==> src/rtl/boot_feed_pkg.sv <==
// Shared constants and types for the forced-instruction boot feeder.
// Assumes an 8-bit data bus and the opcode encodings listed below.
package boot_feed_pkg;
    localparam logic [7:0] OPC_LD_DE   = 8'h11;
    localparam logic [7:0] OPC_PREFIX  = 8'hED;
    localparam logic [7:0] OPC_COPY1   = 8'hA0;
    localparam logic [7:0] OPC_LD_A    = 8'h3E;
    localparam logic [7:0] OPC_OUT     = 8'hD3;
    localparam logic [7:0] OPC_NOP     = 8'h00;

    typedef enum logic [1:0] {
        SRC_NONE   = 2'd0,
        SRC_SCRIPT = 2'd1,
        SRC_IMAGE  = 2'd2
    } feed_src_e;
endpackage

==> src/rtl/bus_cycle_decode.sv <==
// Classifies CPU bus cycles from the active-low strobes and marks the end
// of each memory read. Assumes the strobes are synchronous to clk.
module bus_cycle_decode (
    input  logic clk,
    input  logic rst_n,
    input  logic m1_n,
    input  logic mreq_n,
    input  logic iorq_n,
    input  logic rd_n,
    input  logic wr_n,
    output logic mem_rd,
    output logic mem_wr,
    output logic io_wr,
    output logic rd_end,
    output logic cyc_m1
);
    logic rd_q;
    logic m1_q;

    // Combinational cycle classification from the live strobes.
    always_comb begin
        mem_rd = !mreq_n && !rd_n;
        mem_wr = !mreq_n && !wr_n;
        io_wr  = !iorq_n && !wr_n;
    end

    // Remember whether a read was active and whether M1 was seen during it.
    always_ff @(posedge clk) begin
        if (!rst_n) begin
            rd_q <= 1'b0;
            m1_q <= 1'b0;
        end else begin
            rd_q <= mem_rd;
            if (mem_rd) m1_q <= m1_q || !m1_n;
            else        m1_q <= 1'b0;
        end
    end

    // End of read cycle, and the M1 flag that holds until that end.
    always_comb begin
        rd_end = rd_q && !mem_rd;
        cyc_m1 = m1_q || (!m1_n && mem_rd);
    end
endmodule

==> src/rtl/boot_script_rom.sv <==
// Computes the forced instruction script byte for a script position:
// a destination load, IMG_BYTES copy pairs, an accumulator load and the
// exit port write. Positions past the end return a no-op byte.
module boot_script_rom
    import boot_feed_pkg::*;
#(
    parameter int          IMG_BYTES = 256,
    parameter logic [15:0] DEST      = 16'h4000,
    parameter logic [7:0]  CFG       = 8'h01,
    parameter logic [7:0]  PORT      = 8'hF8,
    parameter int          SP_W      = 10
) (
    input  logic [SP_W-1:0] sp,
    output logic [7:0]      script_byte,
    output logic            copy_tail
);
    localparam int BODY_END = 3 + 2 * IMG_BYTES;

    logic [SP_W-1:0] rel_body;
    logic [SP_W-1:0] rel_tail;

    // Offsets of the position inside the copy body and inside the trailer.
    always_comb begin
        rel_body = sp - SP_W'(3);
        rel_tail = sp - SP_W'(BODY_END);
    end

    // Select the script byte and flag the second byte of a copy pair.
    always_comb begin
        script_byte = OPC_NOP;
        copy_tail   = 1'b0;
        if (sp == SP_W'(0)) begin
            script_byte = OPC_LD_DE;
        end else if (sp == SP_W'(1)) begin
            script_byte = DEST[7:0];
        end else if (sp == SP_W'(2)) begin
            script_byte = DEST[15:8];
        end else if (sp < SP_W'(BODY_END)) begin
            if (rel_body[0]) begin
                script_byte = OPC_COPY1;
                copy_tail   = 1'b1;
            end else begin
                script_byte = OPC_PREFIX;
            end
        end else begin
            case (rel_tail)
                SP_W'(0): script_byte = OPC_LD_A;
                SP_W'(1): script_byte = CFG;
                SP_W'(2): script_byte = OPC_OUT;
                SP_W'(3): script_byte = PORT;
                default:  script_byte = OPC_NOP;
            endcase
        end
    end
endmodule

==> src/rtl/feed_sequencer.sv <==
// Holds the script pointer, the image byte counter, the pending-data flag
// and the forced-mode flag. Every step happens at the end of a read cycle.
// Assumes at most one read is in flight at a time.
module feed_sequencer
    import boot_feed_pkg::*;
#(
    parameter int IMG_BYTES = 256,
    parameter int SP_W      = 10,
    parameter int DC_W      = 9,
    parameter int IDX_W     = 8,
    parameter int SCRIPT_LEN = 519
) (
    input  logic             clk,
    input  logic             rst_n,
    input  logic             mem_rd,
    input  logic             rd_end,
    input  logic             io_wr,
    input  logic             cyc_m1,
    input  logic             copy_tail,
    output logic [SP_W-1:0]  sp,
    output logic [IDX_W-1:0] img_index,
    output logic             forced,
    output feed_src_e        src
);
    logic [DC_W-1:0] dc;
    logic            pend;
    logic            is_data;

    // A read is a data read when a copy opcode is pending and M1 is absent.
    always_comb begin
        is_data = pend && !cyc_m1;
        if (!forced || !mem_rd) src = SRC_NONE;
        else if (is_data)       src = SRC_IMAGE;
        else                    src = SRC_SCRIPT;
        img_index = dc[IDX_W-1:0];
    end

    // Advance counters at read-cycle end; leave forced mode on the exit write.
    always_ff @(posedge clk) begin
        if (!rst_n) begin
            sp     <= '0;
            dc     <= '0;
            pend   <= 1'b0;
            forced <= 1'b1;
        end else if (forced) begin
            if (rd_end) begin
                if (is_data) begin
                    if (dc < DC_W'(IMG_BYTES)) dc <= dc + DC_W'(1);
                    pend <= 1'b0;
                end else begin
                    if (sp < SP_W'(SCRIPT_LEN)) sp <= sp + SP_W'(1);
                    if (copy_tail) pend <= 1'b1;
                end
            end
            if (io_wr && sp == SP_W'(SCRIPT_LEN)) forced <= 1'b0;
        end
    end

    // the script pointer moves only right after a read cycle ended.
    assert_sp_step_R5: assert property (@(posedge clk) disable iff (!rst_n)
        ($past(rst_n) && sp != $past(sp)) |-> ($past(rd_end) && sp == $past(sp) + SP_W'(1)));

    // the image counter steps by one, only after a read ended.
    assert_img_step_R10: assert property (@(posedge clk) disable iff (!rst_n)
        ($past(rst_n) && dc != $past(dc)) |-> ($past(rd_end) && dc == $past(dc) + DC_W'(1)));

    // never more image bytes than the image holds.
    assert_img_bound_R10: assert property (@(posedge clk) disable iff (!rst_n)
        dc <= DC_W'(IMG_BYTES));

    // forced mode ends only on an I/O write at the script end.
    assert_exit_on_io_R8: assert property (@(posedge clk) disable iff (!rst_n)
        ($past(rst_n) && $fell(forced)) |-> ($past(io_wr) && $past(sp) == SP_W'(SCRIPT_LEN)));

    // forced mode is only entered through reset.
    assert_no_reentry_R9: assert property (@(posedge clk) disable iff (!rst_n)
        $past(rst_n) |-> !$rose(forced));
endmodule

==> src/rtl/boot_feeder.sv <==
// Top of the forced-instruction boot feeder. Drives the CPU data bus from a
// fixed script or from the boot image, keeps RAM off reads while forced and
// passes memory writes to RAM. It has no address inputs by design.
module boot_feeder
    import boot_feed_pkg::*;
#(
    parameter int          IMG_BYTES = 256,
    parameter logic [15:0] DEST      = 16'h4000,
    parameter logic [7:0]  CFG       = 8'h01,
    parameter logic [7:0]  PORT      = 8'hF8
) (
    input  logic       clk,
    input  logic       rst_n,
    input  logic       m1_n,
    input  logic       mreq_n,
    input  logic       iorq_n,
    input  logic       rd_n,
    input  logic       wr_n,
    input  logic [7:0] img_data,
    output logic [7:0] img_index,
    output logic [7:0] feed_data,
    output logic       feed_oe,
    output logic       ram_rd_en,
    output logic       ram_wr_en,
    output logic       forced_mode
);
    localparam int SCRIPT_LEN = 3 + 2 * IMG_BYTES + 4;
    localparam int SP_W       = $clog2(SCRIPT_LEN + 1);
    localparam int DC_W       = $clog2(IMG_BYTES + 1);
    localparam int IDX_W      = 8;

    logic            mem_rd, mem_wr, io_wr, rd_end, cyc_m1;
    logic [SP_W-1:0] sp;
    logic [7:0]      script_byte;
    logic            copy_tail;
    logic            forced;
    feed_src_e       src;

    bus_cycle_decode u_decode (
        .clk    (clk),
        .rst_n  (rst_n),
        .m1_n   (m1_n),
        .mreq_n (mreq_n),
        .iorq_n (iorq_n),
        .rd_n   (rd_n),
        .wr_n   (wr_n),
        .mem_rd (mem_rd),
        .mem_wr (mem_wr),
        .io_wr  (io_wr),
        .rd_end (rd_end),
        .cyc_m1 (cyc_m1)
    );

    boot_script_rom #(
        .IMG_BYTES (IMG_BYTES),
        .DEST      (DEST),
        .CFG       (CFG),
        .PORT      (PORT),
        .SP_W      (SP_W)
    ) u_script (
        .sp          (sp),
        .script_byte (script_byte),
        .copy_tail   (copy_tail)
    );

    feed_sequencer #(
        .IMG_BYTES  (IMG_BYTES),
        .SP_W       (SP_W),
        .DC_W       (DC_W),
        .IDX_W      (IDX_W),
        .SCRIPT_LEN (SCRIPT_LEN)
    ) u_seq (
        .clk       (clk),
        .rst_n     (rst_n),
        .mem_rd    (mem_rd),
        .rd_end    (rd_end),
        .io_wr     (io_wr),
        .cyc_m1    (cyc_m1),
        .copy_tail (copy_tail),
        .sp        (sp),
        .img_index (img_index),
        .forced    (forced),
        .src       (src)
    );

    // Bus data mux and RAM read/write gating.
    always_comb begin
        feed_oe     = (src != SRC_NONE);
        feed_data   = (src == SRC_IMAGE) ? img_data : script_byte;
        ram_rd_en   = !forced;
        ram_wr_en   = mem_wr;
        forced_mode = forced;
    end

    // the feeder and RAM never both own the read data.
    assert_bus_exclusive_R6: assert property (@(posedge clk) disable iff (!rst_n)
        feed_oe |-> !ram_rd_en);

    // the feeder drives only during memory reads.
    assert_drive_in_read_R6: assert property (@(posedge clk) disable iff (!rst_n)
        feed_oe |-> (!mreq_n && !rd_n));
endmodule

==> config.mk <==
export PLATFORM = sky130hd
export DESIGN_NAME = boot_feeder
export DESIGN_NICKNAME = d
export VERILOG_FILES = /design/src/rtl/boot_feed_pkg.sv /design/src/rtl/bus_cycle_decode.sv /design/src/rtl/boot_script_rom.sv /design/src/rtl/feed_sequencer.sv /design/src/rtl/boot_feeder.sv
export SDC_FILE = /design/constraint.sdc
export NUM_CORES = 1
export LEC_CHECK = 0
export CAP_MARGIN = 25
export CORE_UTILIZATION = 50
export CTS_CLUSTER_SIZE = 8
export DETAILED_ROUTE_END_ITERATION = 16
export GPL_ROUTABILITY_DRIVEN = 0
export MAX_ROUTING_LAYER = met4
export PLACE_DENSITY = 0.9
export SLEW_MARGIN = 20
export SYNTH_ARGS = -nofsm -noshare
export SYNTH_HDL_FRONTEND = slang
export SYNTH_SLANG_ARGS = --single-unit
==> constraint.sdc <==
create_clock -name clk -period 3 [get_ports clk]
set_input_delay 0.45 -clock clk [delete_from_list [all_inputs] [get_ports clk]]
set_output_delay 0.45 -clock clk [all_outputs]
set_load 0.03 [all_outputs]
Word-level counts from Yosys, hierarchy flattened
Index checks and enable logic that the tools add are counted.
{"block": "word_totals", "out_inout_bits": 20, "regBits": 23}
{"block": "op_classes", "reduce_logical": 26, "addsub": 4, "n_eq_ne": 7, "bitwise_logic": 1, "n_lt_le_gt_ge": 3, "mux": 18}
{"op": "8-bit 2-to-1 mux", "n": 5}
{"op": "8-bit case mux with 4 select lines", "n": 1}
{"op": "10-bit by 2-bit == test with 1-bit output (second input constant)", "n": 3}
{"op": "10-bit by 1-bit == test with 1-bit output (second input constant)", "n": 2}
{"op": "10-bit logical NOT", "n": 2}
{"op": "10-bit < comparator (second input constant)", "n": 2}
{"op": "10-bit by 1-bit adder with 10-bit output (second input constant)", "n": 1}
{"op": "10-bit == test (second input constant)", "n": 1}
{"op": "10-bit subtractor (second input constant)", "n": 1}
{"op": "9-bit by 1-bit adder with 9-bit output (second input constant)", "n": 1}
{"op": "9-bit < comparator (second input constant)", "n": 1}
{"op": "1-bit 2-to-1 mux", "n": 9}
{"op": "1-bit logical NOT", "n": 8}
{"op": "4-bit AND reduction", "n": 2}
{"op": "1-bit logical AND", "n": 7}
{"op": "7-bit 2-to-1 mux", "n": 1}
{"op": "2-bit 2-to-1 mux", "n": 2}
{"op": "2-bit nonzero test", "n": 2}
{"op": "1-bit logical OR", "n": 3}
{"op": "3-bit AND reduction", "n": 1}
{"op": "2-bit == test (second input constant)", "n": 1}
{"op": "2-bit AND reduction", "n": 1}
{"op": "1-bit NOT", "n": 1}
{"op": "1-bit subtractor (second input constant)", "n": 1}

Depth between registers and ports, before layout
{"block": "logic_depth", "depth_word": 10, "depth_mapped": 8, "mapped_depth_nobuf": 7}

Cells and area by module
A second synthesis with hierarchy kept.
{"block": "unflattened", "hier_cells": 201, "hier_area_um2": 1615.3}
{"module": "feed_sequencer", "cells_per_inst": 130, "area_each_um2": 1076.0, "instances": 1}
{"module": "boot_script_rom", "cells_per_inst": 48, "area_each_um2": 289.0, "instances": 1}
{"module": "boot_feeder", "cells_per_inst": 12, "area_each_um2": 155.1, "instances": 1}
{"module": "bus_cycle_decode", "cells_per_inst": 11, "area_each_um2": 95.1, "instances": 1}

Least setup slack after synthesis
OpenSTA, ideal clock, no wires.
{"block": "synth_timing", "path_kind": "reg2out", "from": "reg u_seq.sp[1]", "to": "out feed_data[1]", "path_stages_with_launch": 8, "arrival_ps": 2549, "slack_ps": 1, "required_time_ps": 2550, "path_buffers": 1, "cell_sequence": "dfxtp_1 > ha_1 > clkbuf_1 > or4b_1 > a21oi_1 > o211ai_1 > or3b_1 > o21ai_0"}
{"block": "synth_via", "elab_chain_cells": 8}
{"item": "start, declared", "line_no": "feed_sequencer.sv:20", "source": "output logic [SP_W-1:0] sp,"}
{"item": "start signal, assigned", "line_no": "feed_sequencer.sv:51", "source": "if (sp < SP_W'(SCRIPT_LEN)) sp <= sp + SP_W'(1);"}
{"item": "10-bit subtractor", "line_no": "boot_script_rom.sv:25", "source": "rel_tail = sp - SP_W'(BODY_END);"}
{"item": "10-bit by 2-bit == test with 1-bit output, or another cell as far along", "line_no": "boot_script_rom.sv:46", "source": "case (rel_tail)"}
{"item": "8-bit case mux with 4 select lines", "line_no": "boot_script_rom.sv:46"}
{"item": "8-bit 2-to-1 mux", "line_no": "boot_script_rom.sv:38", "source": "end else if (sp < SP_W'(BODY_END)) begin"}
{"item": "8-bit 2-to-1 mux", "line_no": "boot_script_rom.sv:36", "source": "end else if (sp == SP_W'(2)) begin"}
{"item": "8-bit 2-to-1 mux", "line_no": "boot_script_rom.sv:34", "source": "end else if (sp == SP_W'(1)) begin"}
{"item": "8-bit 2-to-1 mux (*)", "line_no": "boot_script_rom.sv:32", "source": "if (sp == SP_W'(0)) begin"}
{"item": "8-bit 2-to-1 mux (*)", "line_no": "boot_feeder.sv:89", "source": "feed_data = (src == SRC_IMAGE) ? img_data : script_byte;"}
{"item": "end, declared", "line_no": "boot_feeder.sv:21", "source": "output logic [7:0] feed_data,"}
Mark *: on every way between the ends. The rest lies on a longest branch, timed or not.

Worst setup path in the final report
{"block": "layout_timing", "from": "reg u_seq.sp[0]", "to": "out feed_data[3]"}
The elaborated chain is that of the path after synthesis.

==> results.sh <==
export IMPL_status="finished, final reports clean"
export IMPL_fin_ws_ps=54.9
export IMPL_cts_root_buffer="clkbuf_4"
export IMPL_hold_viol=0
export IMPL_yosys_top_cells_area="dfxtp_1, xnor2_1, and2_1"
export IMPL_yosysMostFrequentCell="dfxtp_1"
export IMPL_synth_top_cell_by_area="dfxtp_1"
export IMPL_routedLengthMet1_mm=1.54
export IMPL_switching_power_mw=0.130
export IMPL_start_util_pct=52.6
export IMPL_max_stage_delay_ps=480
export IMPL_power_frac_seq_pct=58.9
export IMPL_reg2reg_from="u_seq.sp[1]"
export IMPL_design_area_sq_um=2020
export IMPL_hp_start="u_decode.m1_q"
export IMPL_numPortBuffers=34
export IMPL_fin_cells=267
export IMPL_avgViaCountPerCell=5.42
export IMPL_grt_start_max_net_pins=23
export IMPL_ys_top_cells_by_count="dfxtp_1, and2_1, xnor2_1"
export IMPL_drive_gt1_share_pct=20.2
export IMPL_syn_avg_cell_area_sq_um=8.46
export IMPL_timing_final_crit_share_pct=98.2
export IMPL_crit_family="simple AND/OR/NAND/NOR gates"
export IMPL_syn_to_final_growth_pct=26.0
export IMPL_syn_instance_count=190
export IMPL_cp_arrival_ps=2500
export IMPL_worst_setup_path_start_kind="register"
export IMPL_syn_nets=211
export IMPL_r2r_end="u_seq.pend"
export IMPL_drt_iter0_markers=130
export IMPL_worstHoldEndpoint="u_decode.m1_q"
export IMPL_cts_reportedPaths_clkPinSlew_ps=130
export IMPL_clk_latency_ps=320
export IMPL_rsz0062_at_grt="yes"
export IMPL_required_ps=2550
export IMPL_io_pins=35
export IMPL_worstSetupStartpoint="u_seq.sp[0]"
export IMPL_clock_skew_ps=5.86
export IMPL_clockBufferDepth=2
export IMPL_hold_path_class="register to register"
export IMPL_crit_type="register to output pin"
export IMPL_ys_types=49
export IMPL_hpwl_mm=2.48
export IMPL_min_period_ps=2950
export IMPL_wl_met3_um=163
export IMPL_slew_viol_final=0
export IMPL_cellInternalPower_mw=0.394
export IMPL_whs_path_depth=2
export IMPL_hold_buffers=0
export IMPL_tritoncts="built"
export IMPL_grt_pass1_vias=1282
export IMPL_clockPowerShare_pct=27.8
export IMPL_crit_fanout=7
export IMPL_slowest_stage="or4b_4"
export IMPL_wirelength_mm=3.64
export IMPL_cts_buffers_inserted=3
export IMPL_reg2reg_depth=6
export IMPL_hold_ws_ps=493
export IMPL_synth_yosys_seq_area_share_pct=28.7
export IMPL_rows=20
export IMPL_drv_cap=0
export IMPL_gr_total_overflow=0
export IMPL_synthArstFlopShare_pct=0
export IMPL_cp_buffers_inverters=1
export IMPL_dieWidth_um=58.7
export IMPL_swShare_pct=24.8
export IMPL_routedWlPerCell_um=13.6
export IMPL_ir_drop_v=0.000288
export IMPL_wl_met2_mm=1.86
export IMPL_slew_headroom_pct=60.7
export IMPL_placed_cell_area_sq_um=1890
export IMPL_yosysWarnings=0
export IMPL_fin_nets=245
export IMPL_cts_max_level=1
export IMPL_dp_cells=256
export IMPL_finalSetupViolCount=0
export IMPL_first_pass_iters=4
export IMPL_maxUsedRoutingLayer="met4"
export IMPL_drc=0
export IMPL_ys_ff_latch=23
export IMPL_final_core_util_pct=66.3
export IMPL_fp_dieH_um=58.7
export IMPL_power_density_nw_per_um2=259
export IMPL_pwr_share_comb_pct=13.3
export IMPL_core_area_sq_um=3050
export IMPL_synth_edf_count=0
export IMPL_cp_cell_sequence="ha_4 > or4b_4 > a21oi_2 > o211ai_1 > or3b_4 > o21ai_1 > buf_4"
export IMPL_synth_top_area_share_pct=28.7
export IMPL_grtUsageTotal_pct=21.3
export IMPL_p_total_mw=0.524
export IMPL_setup_tns_ps=0
export IMPL_antenna_cells=0
export IMPL_grt_pass1_wl_mm=5.51
export IMPL_end_kind="output pin"
export IMPL_max_freq_ghz=0.340
export IMPL_antenna_found_initial=0
export IMPL_post_place_ws_ps=233
export IMPL_syn_cell_area_sq_um=1610
export IMPL_dieArea_sq_um=3440
export IMPL_r2r_setup_slack_ps=830
export IMPL_synth_flop_cell="dfxtp_1"
export IMPL_clock_sinks=23
export IMPL_drt_antenna_violating_nets=0
export IMPL_worst_slew_pin_slew_ps=581
export IMPL_fillers=267
export IMPL_crit_cells=7
export IMPL_p_leak_nw=0.782
export IMPL_num_vias=1446
[kinds of logic after synthesis]
logic type      Yosys count  share of synthesized area (%)
compound gates           39                           17.0
xor+xnor                 15                           8.18
fa+ha+maj                 6                           4.67
buf+inv                  24                           9.66
flops                    23                           28.7
mux                       1                          0.623
simple gates             82                           31.2
[registers in the layout (all words and copies together) (netlist names)]
register	count
u_decode.m1_q	1
u_decode.rd_q	1
u_seq.dc	9
u_seq.forced	1
u_seq.pend	1
u_seq.sp	10
[layer usage]
layer / vias up / GRT usage (%)
met5: - / -
met4: 0 / 10.2
met3: 4 / 1.76
met2: 40 / 36.8
met1: 657 / 24.9
li1: 745 / -
[power groups by stage]
stage | sequential [mW] | clock, mW | combinational, mW
after floorplan | 0.315 | 0 | 0.0341
after global placement | 0.316 | 0 | 0.0656
after detailed placement | 0.316 | 0 | 0.0656
after CTS | 0.310 | 0.148 | 0.0665
after global routing | 0.309 | 0.159 | 0.0750
final | 0.308 | 0.146 | 0.0695
[worst max path at each step]
stage / to / slack [ps]
after global routing: feed_data[3] / -30
after floorplan: feed_data[1] / 1
final: feed_data[3] / 50
after detailed placement: feed_data[5] / 230
after CTS: feed_data[2] / 30
after global placement: feed_data[5] / 230
[cell type report]
| cell class | instances | area (sq um) | share of cell area (%) |
|---|---|---|---|
| repair buffers | 47 | 418 | 20.6 |
| inverters | 6 | 22.5 | 1.11 |
| clock buffers | 4 | 26.3 | 1.30 |
| flip-flops and latches | 23 | 470 | 23.2 |
| well taps | 44 | 55.1 | 2.72 |
| multi-input cells | 143 | 1030 | 51.0 |
[layout by cell type (no fill, tap or decap), drive strengths merged, types with 2 or more instances in the layout]
cell           instances
nand2b                 3
inv                    6
a32oi                  2
dfxtp                 23
xor2                   3
nand3                  7
ha                     6
o221a                  2
o31ai                  4
clkbuf                 4
and4                   4
buf                   21
or3                    6
xnor2                 12
a21oi                  6
nor2b                  4
o21ai                  8
and2                  17
a31oi                  3
nand4                  5
nor3                   6
clkdlybuf4s50         26
nor2                  10
nand2                 11
o211ai                 3
and3                   2
a21boi                 2
[timing repair]
| item | 4_1_cts | 5_1_grt |
|---|---|---|
| cloned | 0 | 0 |
| gates resized for setup | 4 | 14 |
| buffers inserted | 0 | 7 |
| pin swaps | 0 | 6 |
| setup endpoints to repair | 6 | 6 |
[worst min-delay path: stages (launching register included)]
cell	delay [ps]
dfxtp_1	340
inv_1	50
a21boi_0	70
No activity file was read; power rests on OpenSTA's default activity.
